$ cat config.mk
export PLATFORM = sky130hd
export DESIGN_NAME = cap_seq_unit
export DESIGN_NICKNAME = d
export VERILOG_FILES = /design/src/rtl/cap_seq_pkg.sv /design/src/rtl/cap_edge_detect.sv /design/src/rtl/cap_seq_alloc.sv /design/src/rtl/cap_store.sv /design/src/rtl/cap_seq_unit.sv
export SDC_FILE = /design/constraint.sdc
export NUM_CORES = 1
export LEC_CHECK = 0
export BUFFER_PORTS_ARGS = -buffer_cell sky130_fd_sc_hd__buf_2
export CORE_MARGIN = 2
export CORE_UTILIZATION = 60
export CTS_CLUSTER_DIAMETER = 80
export DETAILED_ROUTE_END_ITERATION = 10
export GPL_TIMING_DRIVEN = 0
export PLACE_DENSITY = 0.79
export SYNTH_ARGS = -nofsm -noshare
export SYNTH_HDL_FRONTEND = slang
export SYNTH_HIERARCHICAL = 1
export SYNTH_SLANG_ARGS = --single-unit
$ cat constraint.sdc
create_clock -name clk -period 23.1 [get_ports clk]
set_input_delay 4.62 -clock clk [delete_from_list [all_inputs] [get_ports clk]]
set_output_delay 4.62 -clock clk [all_outputs]
set_load 0.05 [all_outputs]
$ cat src/rtl/cap_seq_pkg.sv
package cap_seq_pkg;
  typedef enum logic [1:0] {
    TRIG_NONE = 2'b00,
    TRIG_RISE = 2'b01,
    TRIG_FALL = 2'b10,
    TRIG_RSVD = 2'b11
  } trig_e;
endpackage

$ cat src/rtl/cap_edge_detect.sv
module cap_edge_detect
  import cap_seq_pkg::*;
#(
  parameter int NUM_CH      = 8,
  parameter int SYNC_STAGES = 2
) (
  input  logic                  clk,
  input  logic                  rst,
  input  logic [NUM_CH-1:0]     ch_in,
  input  logic [2*NUM_CH-1:0]   trig_cfg,
  output logic [NUM_CH-1:0]     hit
);
  localparam int MSB = SYNC_STAGES - 1;

  for (genvar g = 0; g < NUM_CH; g++) begin : g_ch
    logic [SYNC_STAGES-1:0] sync_q;
    logic                   prev_q;
    trig_e                  mode;

    always_ff @(posedge clk) begin
      if (rst) begin
        sync_q <= '0;
        prev_q <= 1'b0;
      end else begin
        sync_q <= {sync_q[SYNC_STAGES-2:0], ch_in[g]};
        prev_q <= sync_q[MSB];
      end
    end

    assign mode   = trig_e'(trig_cfg[2*g +: 2]);
    assign hit[g] = ((mode == TRIG_RISE) &  sync_q[MSB] & ~prev_q) |
                    ((mode == TRIG_FALL) & ~sync_q[MSB] &  prev_q);
  end
endmodule

$ cat src/rtl/cap_seq_alloc.sv
module cap_seq_alloc #(
  parameter int NUM_CH = 8,
  localparam int IDX_W = $clog2(NUM_CH),
  localparam int LEN_W = IDX_W + 1
) (
  input  logic                  clk,
  input  logic                  rst,
  input  logic                  seq_mode,
  input  logic [LEN_W-1:0]      seq_len,
  input  logic [NUM_CH-1:0]     req,
  output logic [NUM_CH-1:0]     wr_en,
  output logic [IDX_W-1:0]      wr_src [NUM_CH],
  output logic [NUM_CH-1:0]     grant,
  output logic                  seq_done
);
  logic [LEN_W-1:0] seq_idx;
  logic [LEN_W-1:0] eff_len;
  logic [LEN_W-1:0] pos;
  logic             done_c;

  always_comb begin
    if (seq_len == '0)                      eff_len = LEN_W'(1);
    else if (seq_len > LEN_W'(NUM_CH))      eff_len = LEN_W'(NUM_CH);
    else                                    eff_len = seq_len;
  end

  // Slot allocation: lowest channel is placed first, overflow is dropped.
  always_comb begin
    wr_en  = '0;
    grant  = '0;
    done_c = 1'b0;
    pos    = seq_idx;
    for (int s = 0; s < NUM_CH; s++) wr_src[s] = '0;
    if (!seq_mode) begin
      wr_en = req;
      grant = req;
      for (int s = 0; s < NUM_CH; s++) wr_src[s] = IDX_W'(s);
    end else begin
      for (int c = 0; c < NUM_CH; c++) begin
        if (req[c] && (pos < eff_len)) begin
          wr_en[pos[IDX_W-1:0]]  = 1'b1;
          wr_src[pos[IDX_W-1:0]] = IDX_W'(c);
          grant[c]               = 1'b1;
          pos                    = pos + LEN_W'(1);
        end
      end
      done_c = (grant != '0) && (pos == eff_len);
    end
  end

  always_ff @(posedge clk) begin
    if (rst) begin
      seq_idx  <= '0;
      seq_done <= 1'b0;
    end else begin
      seq_done <= done_c;
      if (!seq_mode || done_c) seq_idx <= '0;
      else                     seq_idx <= pos;
    end
  end
endmodule

$ cat src/rtl/cap_store.sv
module cap_store #(
  parameter int NUM_CH = 8,
  parameter int CNT_W  = 32,
  localparam int IDX_W = $clog2(NUM_CH)
) (
  input  logic               clk,
  input  logic               rst,
  input  logic [NUM_CH-1:0]  wr_en,
  input  logic [IDX_W-1:0]   wr_src [NUM_CH],
  input  logic [CNT_W-1:0]   count_in,
  input  logic [IDX_W-1:0]   rd_addr,
  output logic [CNT_W-1:0]   rd_data,
  output logic [IDX_W-1:0]   rd_src
);
  logic [CNT_W-1:0] val_q [NUM_CH];
  logic [IDX_W-1:0] src_q [NUM_CH];

  for (genvar s = 0; s < NUM_CH; s++) begin : g_slot
    always_ff @(posedge clk) begin
      if (rst) begin
        val_q[s] <= '0;
        src_q[s] <= '0;
      end else if (wr_en[s]) begin
        val_q[s] <= count_in;
        src_q[s] <= wr_src[s];
      end
    end
  end

  always_ff @(posedge clk) begin
    if (rst) begin
      rd_data <= '0;
      rd_src  <= '0;
    end else begin
      rd_data <= val_q[rd_addr];
      rd_src  <= src_q[rd_addr];
    end
  end
endmodule

$ cat src/rtl/cap_seq_unit.sv
module cap_seq_unit #(
  parameter int CNT_W       = 32,
  parameter int NUM_CH      = 8,
  parameter int SYNC_STAGES = 2,
  localparam int IDX_W = $clog2(NUM_CH),
  localparam int LEN_W = IDX_W + 1
) (
  input  logic                 clk,
  input  logic                 rst,
  input  logic [CNT_W-1:0]     count_in,
  input  logic [NUM_CH-1:0]    ch_in,
  input  logic [2*NUM_CH-1:0]  trig_cfg,
  input  logic [LEN_W-1:0]     active_ch,
  input  logic                 cap_en,
  input  logic                 periodic_mode,
  input  logic                 single_mode,
  input  logic                 seq_mode,
  input  logic [LEN_W-1:0]     seq_len,
  input  logic                 evt_in,
  input  logic [IDX_W-1:0]     evt_ch,
  input  logic [IDX_W-1:0]     rd_addr,
  output logic [CNT_W-1:0]     rd_data,
  output logic [IDX_W-1:0]     rd_src,
  output logic [NUM_CH-1:0]    ch_irq,
  output logic                 seq_done
);
  logic [NUM_CH-1:0] hit;
  logic [NUM_CH-1:0] act_mask;
  logic [NUM_CH-1:0] evt_vec;
  logic [NUM_CH-1:0] lock_q;
  logic [NUM_CH-1:0] req;
  logic [NUM_CH-1:0] wr_en;
  logic [NUM_CH-1:0] grant;
  logic [IDX_W-1:0]  wr_src [NUM_CH];

  cap_edge_detect #(.NUM_CH(NUM_CH), .SYNC_STAGES(SYNC_STAGES)) u_edge (
    .clk(clk), .rst(rst), .ch_in(ch_in), .trig_cfg(trig_cfg), .hit(hit)
  );

  for (genvar g = 0; g < NUM_CH; g++) begin : g_act
    assign act_mask[g] = (LEN_W'(g) < active_ch);
  end

  assign evt_vec = (evt_in && (LEN_W'(evt_ch) < active_ch)) ?
                   (NUM_CH'(1) << evt_ch) : '0;

  always_comb begin
    req = '0;
    if (cap_en && periodic_mode)
      req = (hit | evt_vec) & act_mask & ~(single_mode ? lock_q : '0);
  end

  cap_seq_alloc #(.NUM_CH(NUM_CH)) u_alloc (
    .clk(clk), .rst(rst), .seq_mode(seq_mode), .seq_len(seq_len), .req(req),
    .wr_en(wr_en), .wr_src(wr_src), .grant(grant), .seq_done(seq_done)
  );

  cap_store #(.NUM_CH(NUM_CH), .CNT_W(CNT_W)) u_store (
    .clk(clk), .rst(rst), .wr_en(wr_en), .wr_src(wr_src), .count_in(count_in),
    .rd_addr(rd_addr), .rd_data(rd_data), .rd_src(rd_src)
  );

  always_ff @(posedge clk) begin
    if (rst || !cap_en) lock_q <= '0;
    else if (single_mode) lock_q <= lock_q | grant;
    else lock_q <= '0;
  end

  always_ff @(posedge clk) begin
    if (rst)           ch_irq <= '0;
    else if (seq_mode) ch_irq <= '0;
    else               ch_irq <= grant;
  end
endmodule

==> results of run 1 <==
==> cell type report <==
class | instances | area [um^2]
clock buffers | 52 | 1010
fillers | 2123 | 9190
well taps | 390 | 488
diodes | 1 | 2.50
clock inverters | 16 | 231
repair buffers | 116 | 581
multi-input cells | 977 | 7780
plain buffers | 62 | 362
inverters | 34 | 138
flip-flops and latches | 360 | 10000
==> synthesized netlist by cell type (all sizes together), types with 19 or more instances <==
master and instances:
o21ai 33, nor2 111, edfxtp 280, inv 32
nand2 70, clkbuf 35, a31oi 19, and2 296
nor2b 33, a21oi 43, ha 34, buf 27
mux2i 40, dfxtp 80, mux4 70, nand3 25
==> where the power goes <==
part | internal (uW) | switching (uW) | total, uW | leakage, uW
Clock | 356 | 250 | 606 | 0.000591
Combinational | 56.2 | 100 | 156 | 0.00413
Sequential | 740 | 10.2 | 751 | 0.00365
Total | 1150 | 361 | 1510 | 0.00837
==> layer usage <==
metal	track usage, %	part of all wire [%]
met1	39.3	40
met2	51.2	50
met3	5.35	7.5
met4	9.89	3.0
met5	0	0.043
==> stage by stage <==
step	power [uW]	instance area, um^2	instances
6_report	1510	20600	2008
5_1_grt	1560	20600	2007
4_1_cts	1520	20600	2007
3_5_place_dp	918	19300	1939
3_3_place_gp	911	19300	1939
2_1_floorplan	864	18300	1433
==> cell families after synthesis <==
kind of cell / count (synthesis)
compound gates: 180
xor+xnor: 20
fa+ha+maj: 34
buf+inv: 96
flops: 360
mux: 113
simple gates: 630
==> worst max-delay path by stage <==
| stage | slack, ps | depth (start not counted) | from | to |
|---|---|---|---|---|
| floorplan | 4590 | 62 | active_ch[2] | u_store/src_q[5][0] |
| global placement | 140 | 64 | active_ch[2] | u_store/val_q[4][28] |
| detailed placement | -100 | 64 | active_ch[2] | u_store/val_q[4][28] |
| CTS | 430 | 64 | active_ch[2] | u_store/val_q[4][28] |
| global route | 10 | 63 | active_ch[2] | u_store/val_q[7][11] |
| finish | 1080 | 63 | active_ch[2] | u_store/val_q[7][5] |
==> sequential cells by signal (all words and copies together) (netlist names) <==
signal              count
u_store/rd_data        32
ch_irq                  8
u_store/src_q          24
u_store/rd_src          3
u_edge/g_ch.sync_q     16
u_edge/g_ch.prev_q      8
u_alloc/seq_idx         4
lock_q                  8
u_alloc/seq_done        1
u_store/val_q         256
==> results.md, run 1 <==
- Synth warn: 6
- Maximum vdd drop: 0.0637 mV
- Syn Area/Cell: 12.7 um^2
- R2r startpoint: u_edge/g_ch[0].sync_q[1]
- Drt pass-1 iters: 5
- CP top delay family: compound AO/OA/AOI/OAI gates
- CP Class: input port to register
- CTS buffer count: 38
- CTS root buf: clkbuf_16
- R2r setup slk: ~5500 ps
- Critical Path Sink Type: register
- DRT antenna net count: 0
- Via count: 12307
- Worst R2R Path Depth: 60
- Post-CTS Hold Fix Bufs: 0
- GRT Residual Overflow: 0
- Measured slew at the worst slew-check pin: 1180 ps
- Leakage: 0.00837 uW
- Initial antenna violation count: 3
- Post-cts repair resize count: 0
- Share of the yosys chip area belonging to registers: 54.8%
- Setup ws final: 1080 ps
- Slowest CP cell: nor2b_1
- Commonest non-fill, non-tap cells in the layout: and2_1 (296), edfxtp_1 (280), buf_2 (126)
- Post-Synthesis Cells: around 1400
- Synthesized net count: 1544
- Drt initial violations: 974
- Syn Std Cell Area: approximately 18000 um^2
- DRC: 0
- Slowest cell delay on critical path: about 680 ps
- Via-to-Cell Ratio: 6.13
- Site row count: 63
- Final Util: 69.2%
- Startpoint types: input port
- Clock Skew: 25.7 ps
- CTS tree: done
- I/O pin count: between 100 and 150
- WHS Endpoint: u_edge/g_ch[7].sync_q[1]
- Max-Slew Margin vs Limit: ~21%
- Synth Register Bits: 360
- Die height: 178 um
- Largest net degree at the start of global routing: 36
- CP Data Required Time: 23490 ps
- Slew Viols, Final: 0
- Hold Path Class: register to register
- Post-synth EDFFs: 280
- Setup TNS: 0 ps
- Synth area leader: edfxtp_1
- Clock sinks: 360
- Final Hold Fails: 0
- Number of setup violations in the final report: 0
- Simple-Gate Fraction of Synth Area: 19.9%
- Synth unique cells: 86
- PortBufs: 116
- Dpl hpwl: 31.6 mm
- GPL Wtd Cong: 0.935
- Share of synthesized registers carrying an async set or reset: 0%
- Synth-to-Final Area Change: 12.9%
- Worst path bufs/invs: 7
- PD cells: approximately 73 nW/um^2
- Initial Util: between 60 and 70%
- Pre-CTS setup slack: -96.9 ps
- Die area: 31800 um^2
- Number of global-route vias before repair: 12522
- Clock transition at the registers of the reported paths: 60 ps
- Ys flop type: edfxtp_1
- Largest cells by area after synthesis: edfxtp_1 (46%), and2_1 (10%), dfxtp_1 (8.8%)
- Setup bufs post-CTS: 0
- Longest Clk Path Bufs: 3
- Synth Area in Adders: 2.33%
- Yosys top cell area share: 46.0%
- Fin crit share: between 90% and 100%
- Worst path most repeated cell: ha_1
- Layout cell share with drive strength beyond 1: 18.4%
- RSZ-0062 raised after global routing: no
- Commonest non-fill, non-tap cell in the layout: and2_1
- Total Nets Final: 1700
- Hold Slack: 429 ps
- Area of the core: 29800 um^2
- Reg2reg end: u_store/val_q[7][5]
- Worst Path Max Fanout: 10
- Fmax: 45.4 MHz
- First-pass GRT wire length: 71.2 mm
- Worst Hold Launch: u_edge/g_ch[7].sync_q[0]
- H-tree depth: 2
- Clk_lat worst skew: 540 ps
- Crit path DAT: 22410 ps
- Max cap viols: 0
- Compound-Gate Fraction of Synth Area: 7.02%
- Worst Hold Depth: 1
- GRT Total Usage: 30.1%
- Routed Wire Length: about 47 mm
- Die X: 178 um
- Post-Synth XOR/XNOR Area: around 1.6%
- Final Critical Period: roughly 22000 ps
- DR WL/cell: 23.3 um
- Main combinational cell family by area after synthesis: simple AND/OR/NAND/NOR gates
- Multiplexer area fraction after synthesis: 11.6%
- Status: finished, final reports clean
(Power assumes the default switching activity.)
==> inputs of run 2 (changes only) <==
Clock period 23.1 ns to 25.1 ns, I/O delays scaled along.
==> results.md, run 2 (synthesized netlist as in run 1, its figures left out) <==
- Layout cell share with drive strength beyond 1: 17.8% (was 18.4%)
- Clock Skew: 26.1 ps (was 25.7 ps)
- Commonest non-fill, non-tap cell in the layout: and2_1 (unchanged)
- CTS buffer count: 38 (unchanged)
- Slew Viols, Final: 0 (unchanged)
- Clock transition at the registers of the reported paths: 60 ps (about the same)
- Worst Path Max Fanout: 10 (unchanged)
- Number of global-route vias before repair: 12522 (unchanged)
- GRT Residual Overflow: 0 (unchanged)
- R2r setup slk: 6600 ps (was 5510 ps)
- Setup TNS: 0 ps (unchanged)
- CP Class: input port to register (unchanged)
- Max cap viols: 0 (unchanged)
- First-pass GRT wire length: 71.2 mm (unchanged)
- Post-cts repair resize count: 0 (unchanged)
- Max FFs per register: 256 (unchanged)
- PD cells: 67.6 nW/um^2 (was 73.4 nW/um^2)
- Reg with most FFs: u_store/val_q (unchanged)
- GPL Wtd Cong: 0.935 (unchanged)
- Largest regs: u_store/val_q: 256 flops, u_store/rd_data: 32 flops, u_store/src_q: 24 flops (unchanged)
- Crit path DAT: 23740 ps (was 22410 ps)
- Startpoint types: input port (unchanged)
- Leakage: 0.00836 uW (was 0.00837 uW)
- Area of the core: 29800 um^2 (unchanged)
- Status: finished, final reports clean (unchanged)
- Dpl hpwl: 31.6 mm (unchanged)
- Clk_lat worst skew: 540 ps (about the same)
- Critical Path Sink Type: register (unchanged)
- Worst path most repeated cell: ha_1 (unchanged)
- Initial Util: 61.3% (unchanged)
- I/O pin count: 121 (unchanged)
- Internal power component: 1060 uW (was 1150 uW)
- Synth-to-Final Area Change: 12.7% (was 12.9%)
- CTS root buf: clkbuf_16 (unchanged)
- Number of setup violations in the final report: 0 (unchanged)
- RSZ-0062 raised after global routing: no (unchanged)
- Worst Hold Launch: u_edge/g_ch[7].sync_q[0] (unchanged)
- Final Hold Fails: 0 (unchanged)
- Drt pass-1 iters: 5 (unchanged)
- H-tree depth: 2 (unchanged)
- Slowest cell delay on critical path: 920 ps (was 680 ps)
- Longest Clk Path Bufs: 3 (unchanged)
- # fillers: 2123 (unchanged)
- Slowest CP cell: o41ai_1 (was nor2b_1)
- Total Nets Final: 1700 (unchanged)
- Final Critical Period: 23340 ps
- Flop pwr share: 49.7% (was 49.6%)
- Die X: 178 um (unchanged)
- CP Data Required Time: 25500 ps (was 23490 ps)
- Worst path bufs/invs: 8 (was 7)
- P_sw: 331 uW (was 361 uW)
- PortBufs: 116 (unchanged)
- Max-Slew Margin vs Limit: 20.9% (was 21.4%)
- Measured slew at the worst slew-check pin: 1190 ps (was 1180 ps)
- Pre-CTS setup slack: 1500 ps (was -96.9 ps)
- Fin crit share: between 90% and 100%
- Via-to-Cell Ratio: 6.14 (was 6.13)
- R2r startpoint: u_edge/g_ch[0].sync_q[1] (unchanged)
- WHS Endpoint: u_edge/g_ch[7].sync_q[1] (unchanged)
- Fmax: 42.8 MHz
- Drt initial violations: 1028 (was 974)
- Reg2reg end: u_store/val_q[4][28] (was u_store/val_q[7][5])
- Clock power frac: 40.0% (was 40.1%)
- Via count: 12324 (was 12307)
- Initial antenna violation count: 3 (unchanged)
- Part of the power in combinational logic: 10.3% (about the same)
- Clock sinks: 360 (unchanged)
- Maximum vdd drop: 0.0586 mV (was 0.0637 mV)
- GRT Total Usage: 30.1% (unchanged)
- Site row count: 63 (unchanged)
- CTS tree: done (unchanged)
- Routed Wire Length: 46.7 mm (was 46.8 mm)
- Worst R2R Path Depth: 61 (was 60)
- Commonest non-fill, non-tap cells in the layout: and2_1 (296), edfxtp_1 (280), buf_2 (126) (unchanged)
- CP top delay family: compound AO/OA/AOI/OAI gates (unchanged)
- Non-filler instance count after layout: 2008 (unchanged)
- DRC: 0 (unchanged)
- Die height: 178 um (unchanged)
- Setup ws final: 1760 ps (was 1080 ps)
- Post-CTS Hold Fix Bufs: 0 (unchanged)
- Largest net degree at the start of global routing: 36 (unchanged)
- DR WL/cell: 23.2 um (was 23.3 um)
- Die area: 31800 um^2 (unchanged)
- Setup bufs post-CTS: 0 (unchanged)
- Worst Hold Depth: 1 (unchanged)
- Hold Path Class: register to register (unchanged)
- Switching share of power: 23.8% (about the same)
- DRT antenna net count: 0 (unchanged)
- Placed insts: 1939 (unchanged)
[run 2: cell counts in the layout (fill, tap and decap cells not counted)]
Identical to the previous run, type by type.
[run 2: layer usage]
metal	track usage, %	wire, um
met5	0	20
met4	9.89	1460
met3	5.35	3810
met2	51.2	23000
met1	39.3	18300
[run 2: worst max path at each step]
| stage | startpoint | end | cells after the start |
|---|---|---|---|
| floorplan | active_ch[2] | u_store/src_q[5][0] | 62 |
| global placement | active_ch[2] | u_store/val_q[4][28] | 64 |
| detailed placement | active_ch[2] | u_store/val_q[4][28] | 64 |
| CTS | active_ch[2] | u_store/val_q[4][28] | 64 |
| global route | active_ch[2] | u_store/val_q[4][21] | 64 |
| finish | active_ch[2] | u_store/val_q[4][28] | 64 |
[run 2: power groups by stage]
stage                     clock, uW  combinational, uW  sequential [uW]
after floorplan                   0               79.7              715
after global placement            0                138              700
after detailed placement          0                142              703
after CTS                       564                143              691
after global routing            588                153              694
final                           557                143              691
[run 2: through the flow]
stage	total power (uW)	cell area [um^2]	hold WS, ps	util, %
after floorplan	795	18300	411	-
after global placement	839	19300	413	64.9
after detailed placement	845	19300	419	64.9
after CTS	1400	20600	432	69.1
after global routing	1430	20600	456	69.1
final	1390	20600	429	69.1
[run 2: layout make-up]
class | instances | area [um^2] | share of cell area (%)
Antenna cell | 1 | 2.50 | 0.0122
Buffer | 62 | 359 | 1.74
Clock buffer | 52 | 1010 | 4.92
Clock inverter | 16 | 231 | 1.12
Inverter | 34 | 138 | 0.669
Multi-Input combinational cell | 977 | 7760 | 37.7
Sequential cell | 360 | 10000 | 48.6
Tap cell | 390 | 488 | 2.37
Timing Repair Buffer | 116 | 581 | 2.82
==> inputs of run 3 (changes only) <==
Settings changed: CORE_MARGIN 2 to unset, SYNTH_HIERARCHICAL 1 to unset.
==> results.md, run 3 <==
- Die X: 178 um (about the same)
- Post-synth EDFFs: 280 (unchanged)
- CTS buffer count: 38 (unchanged)
- Via-to-Cell Ratio: 6.39 (was 6.14)
- Most common cell in the netlist: edfxtp_1 (was and2_1)
- PD cells: 67.5 nW/um^2 (was 67.6 nW/um^2)
- R2r setup slk: 7160 ps (was 6600 ps)
- Syn Std Cell Area: 18600 um^2 (was 18300 um^2)
- Setup ws final: 2120 ps (was 1760 ps)
- Reg with most FFs: u_store.val_q (was u_store/val_q)
- PortBufs: 114 (was 116)
- Synth area leader: edfxtp_1 (unchanged)
- Drt pass-1 iters: 5 (unchanged)
- Simple-Gate Fraction of Synth Area: 20.5% (was 19.9%)
- WHS Endpoint: u_edge.g_ch[5].sync_q[1] (was u_edge/g_ch[7].sync_q[1])
- Clock Skew: 13.3 ps (was 26.1 ps)
- Largest cells by area after synthesis: edfxtp_1 (45%), dfxtp_1 (8.6%), mux4_2 (8.5%) (was edfxtp_1 (46%), and2_1 (10%), dfxtp_1 (8.8%))
- Post-Synthesis Cells: 1488 (was 1433)
- CP top delay family: compound AO/OA/AOI/OAI gates (unchanged)
- Final Hold Fails: 0 (unchanged)
- Pre-CTS setup slack: 1980 ps (was 1500 ps)
- Share of synthesized registers carrying an async set or reset: 0% (unchanged)
- Post-cts repair resize count: 0 (unchanged)
- H-tree depth: 2 (unchanged)
- Commonest non-fill, non-tap cell in the layout: edfxtp_1 (was and2_1)
- Site row count: 64 (was 63)
- Failing checks: max-capacitance violations
- Maximum vdd drop: 0.0473 mV (was 0.0586 mV)
- CP Class: input port to register (unchanged)
- Slowest CP cell: or2_2 (was o41ai_1)
- Post-Synth XOR/XNOR Area: 1.80% (was 1.64%)
- DRC: 0 (unchanged)
- Ys flop type: edfxtp_1 (unchanged)
- Number of setup violations in the final report: 0 (unchanged)
- Setup bufs post-CTS: 0 (unchanged)
- RSZ-0062 raised after global routing: no (unchanged)
- I/O pin count: 121 (unchanged)
- Compound-Gate Fraction of Synth Area: 7.94% (was 7.02%)
- Main combinational cell family by area after synthesis: simple AND/OR/NAND/NOR gates (unchanged)
- Routed Wire Length: 50.5 mm (was 46.7 mm)
- Longest Clk Path Bufs: 3 (unchanged)
- Slew Viols, Final: 0 (unchanged)
- Layout cell share with drive strength beyond 1: 20.0% (was 17.8%)
- Placed insts: 2004 (was 1939)
- Status: complete, but fails checks (was finished, final reports clean)
- Leakage: 0.00826 uW (was 0.00836 uW)
- Share of the yosys chip area belonging to registers: 53.9% (was 54.8%)
- Synth unique cells: 102 (was 86)
- Fin crit share: 91.6% (was 93.0%)
- Synth-to-Final Area Change: 13.3% (was 12.7%)
- Drt initial violations: 1429 (was 1028)
- Critical Path Sink Type: register (unchanged)
- Worst Hold Depth: 1 (unchanged)
- Dpl hpwl: 35.7 mm (was 31.6 mm)
- CP Data Required Time: 25250 ps (was 25500 ps)
- Synth warn: 0 (was 6)
- Largest regs: u_store.val_q: 256 flops, u_store.rd_data: 32 flops, u_store.src_q: 24 flops (was u_store/val_q: 256 flops, u_store/rd_data: 32 flops, u_store/src_q: 24 flops)
- First-pass GRT wire length: 76.7 mm (was 71.2 mm)
- Initial antenna violation count: 1 (was 3)
- Synthesized net count: 1599 (was 1544)
- GRT Total Usage: 32.7% (was 30.1%)
- Placed cell areas: 19800 um^2 (was 19300 um^2)
- Via count: 13261 (was 12324)
- Clk_lat worst skew: 540 ps (about the same)
- Startpoint types: input port (unchanged)
- Worst Path Max Fanout: 35 (was 10)
- Final Util: 69.0% (was 69.1%)
- Synth Area in Adders: 2.29% (was 2.33%)
- Max-Slew Margin vs Limit: 2.33% (was 20.9%)
- Sequential cell area: 10000 um^2 (unchanged)
- Worst R2R Path Depth: 55 (was 61)
- Cell area after layout: 21100 um^2 (was 20600 um^2)
- Clock transition at the registers of the reported paths: 60 ps (about the same)
- Max FFs per register: 256 (unchanged)
- CTS root buf: clkbuf_16 (unchanged)
- Final Critical Period: 22980 ps (was 23340 ps)
- Largest net degree at the start of global routing: 36 (unchanged)
- Worst Hold Launch: u_edge.g_ch[5].sync_q[0] (was u_edge/g_ch[7].sync_q[0])
- Non-filler instance count after layout: 2075 (was 2008)
- Slowest cell delay on critical path: 910 ps (was 920 ps)
- Max cap viols: 1 (was 0)
- Total Nets Final: 1759 (was 1700)
- Post-synth top cells: edfxtp_1 (280), and2_1 (236), nor2_1 (122) (was and2_1 (296), edfxtp_1 (280), nor2_1 (111))
- # fillers: 2120 (was 2123)
- Die height: 178 um (about the same)
- Yosys top cell area share: 45.2% (was 46.0%)
- Number of global-route vias before repair: 13235 (was 12522)
- DRT antenna net count: 0 (unchanged)
- GRT Residual Overflow: 0 (unchanged)
- Hold Path Class: register to register (unchanged)
- Commonest non-fill, non-tap cells in the layout: edfxtp_1 (280), and2_1 (236), buf_2 (131) (was and2_1 (296), edfxtp_1 (280), buf_2 (126))
- Worst path most repeated cell: ha_1 (unchanged)
- Post-CTS Hold Fix Bufs: 0 (unchanged)
- Crit path DAT: 23130 ps (was 23740 ps)
- Reg2reg end: u_store.val_q[6][14] (was u_store/val_q[4][28])
- R2r startpoint: u_alloc.seq_idx[1] (was u_edge/g_ch[0].sync_q[1])
- Multiplexer area fraction after synthesis: 10.8% (was 11.6%)
- Synth Register Bits: 360 (unchanged)
- Fmax: 43.5 MHz (was 42.8 MHz)
- Clock sinks: 360 (unchanged)
- Die area: 31700 um^2 (was 31800 um^2)
- Multi-input logic area: 8090 um^2 (was 7760 um^2)
- Syn Area/Cell: 12.5 um^2 (was 12.7 um^2)
- GPL Wtd Cong: 0.973 (was 0.935)
- Area of the core: 30500 um^2 (was 29800 um^2)
- Initial Util: 60.9% (was 61.3%)
- Hold Slack: 446 ps (was 429 ps)
- CTS tree: done (unchanged)
- Worst path bufs/invs: 8 (unchanged)
- DR WL/cell: 24.3 um (was 23.2 um)
- Measured slew at the worst slew-check pin: 1450 ps (was 1190 ps)
## run 3: cell count changes after synthesis, sizes merged, moves of 15 or more
cell / before / now
nor3: 15 / 32
nor4bb: 0 / 16
nor4b: 1 / 37
nand2: 70 / 55
nand4bb: 16 / 0
and2: 296 / 237
## run 3: layout make-up
| cell class | instances | share of cell area, % |
|---|---|---|
| flip-flops and latches | 360 | 47.5 |
| well taps | 396 | 2.35 |
| plain buffers | 84 | 1.83 |
| clock inverters | 10 | 0.463 |
| diodes | 1 | 0.0119 |
| repair buffers | 120 | 3.35 |
| clock buffers | 60 | 5.39 |
| inverters | 35 | 0.636 |
| multi-input cells | 1009 | 38.4 |
## run 3: kinds of logic (layout without fill, tap and decap cells)
kind of cell / Yosys count / in the layout
mux: 113 / 113
flops: 360 / 360
fa+ha+maj: 34 / 34
buf+inv: 119 / 309
other cells: 0 / 1
compound gates: 194 / 194
xor+xnor: 23 / 23
simple gates: 645 / 645
## run 3: report_power, final
part	switching (uW)	leakage [uW]	internal, uW
Combinational	108	0.00404	60.9
Clock	233	0.000603	324
Sequential	11.4	0.00361	683
## run 3: through the flow
| stage | power [uW] | setup TNS (ps) |
|---|---|---|
| 6_report | 1420 | 0 |
| 2_1_floorplan | 814 | 0 |
| 5_1_grt | 1460 | 0 |
| 4_1_cts | 1420 | 0 |
| 3_3_place_gp | 863 | -8340 |
| 3_5_place_dp | 873 | 0 |
## run 3: how the worst max path moves through the flow
| stage | start | endpoint | slack (ps) | depth (start not counted) |
|---|---|---|---|---|
| after floorplan | seq_len[3] | u_store.src_q[0][0] | 4390 | 62 |
| after global placement | seq_len[3] | u_store.val_q[3][15] | -140 | 59 |
| after detailed placement | seq_len[3] | u_store.src_q[6][0] | 1980 | 59 |
| after CTS | seq_len[3] | u_store.val_q[6][14] | 2430 | 59 |
| after global routing | seq_len[3] | u_store.val_q[6][30] | 940 | 60 |
| final | seq_len[3] | u_store.val_q[6][14] | 2120 | 59 |
## run 3: metal layers
layer / track usage (%) / up-vias / part of all wire [%]
met5: 0 / - / 0
met1: 43.1 / 6527 / 40
met3: 5.46 / 135 / 8.3
met4: 14.7 / 0 / 4.3
li1: - / 5893 / -
met2: 53.2 / 706 / 48
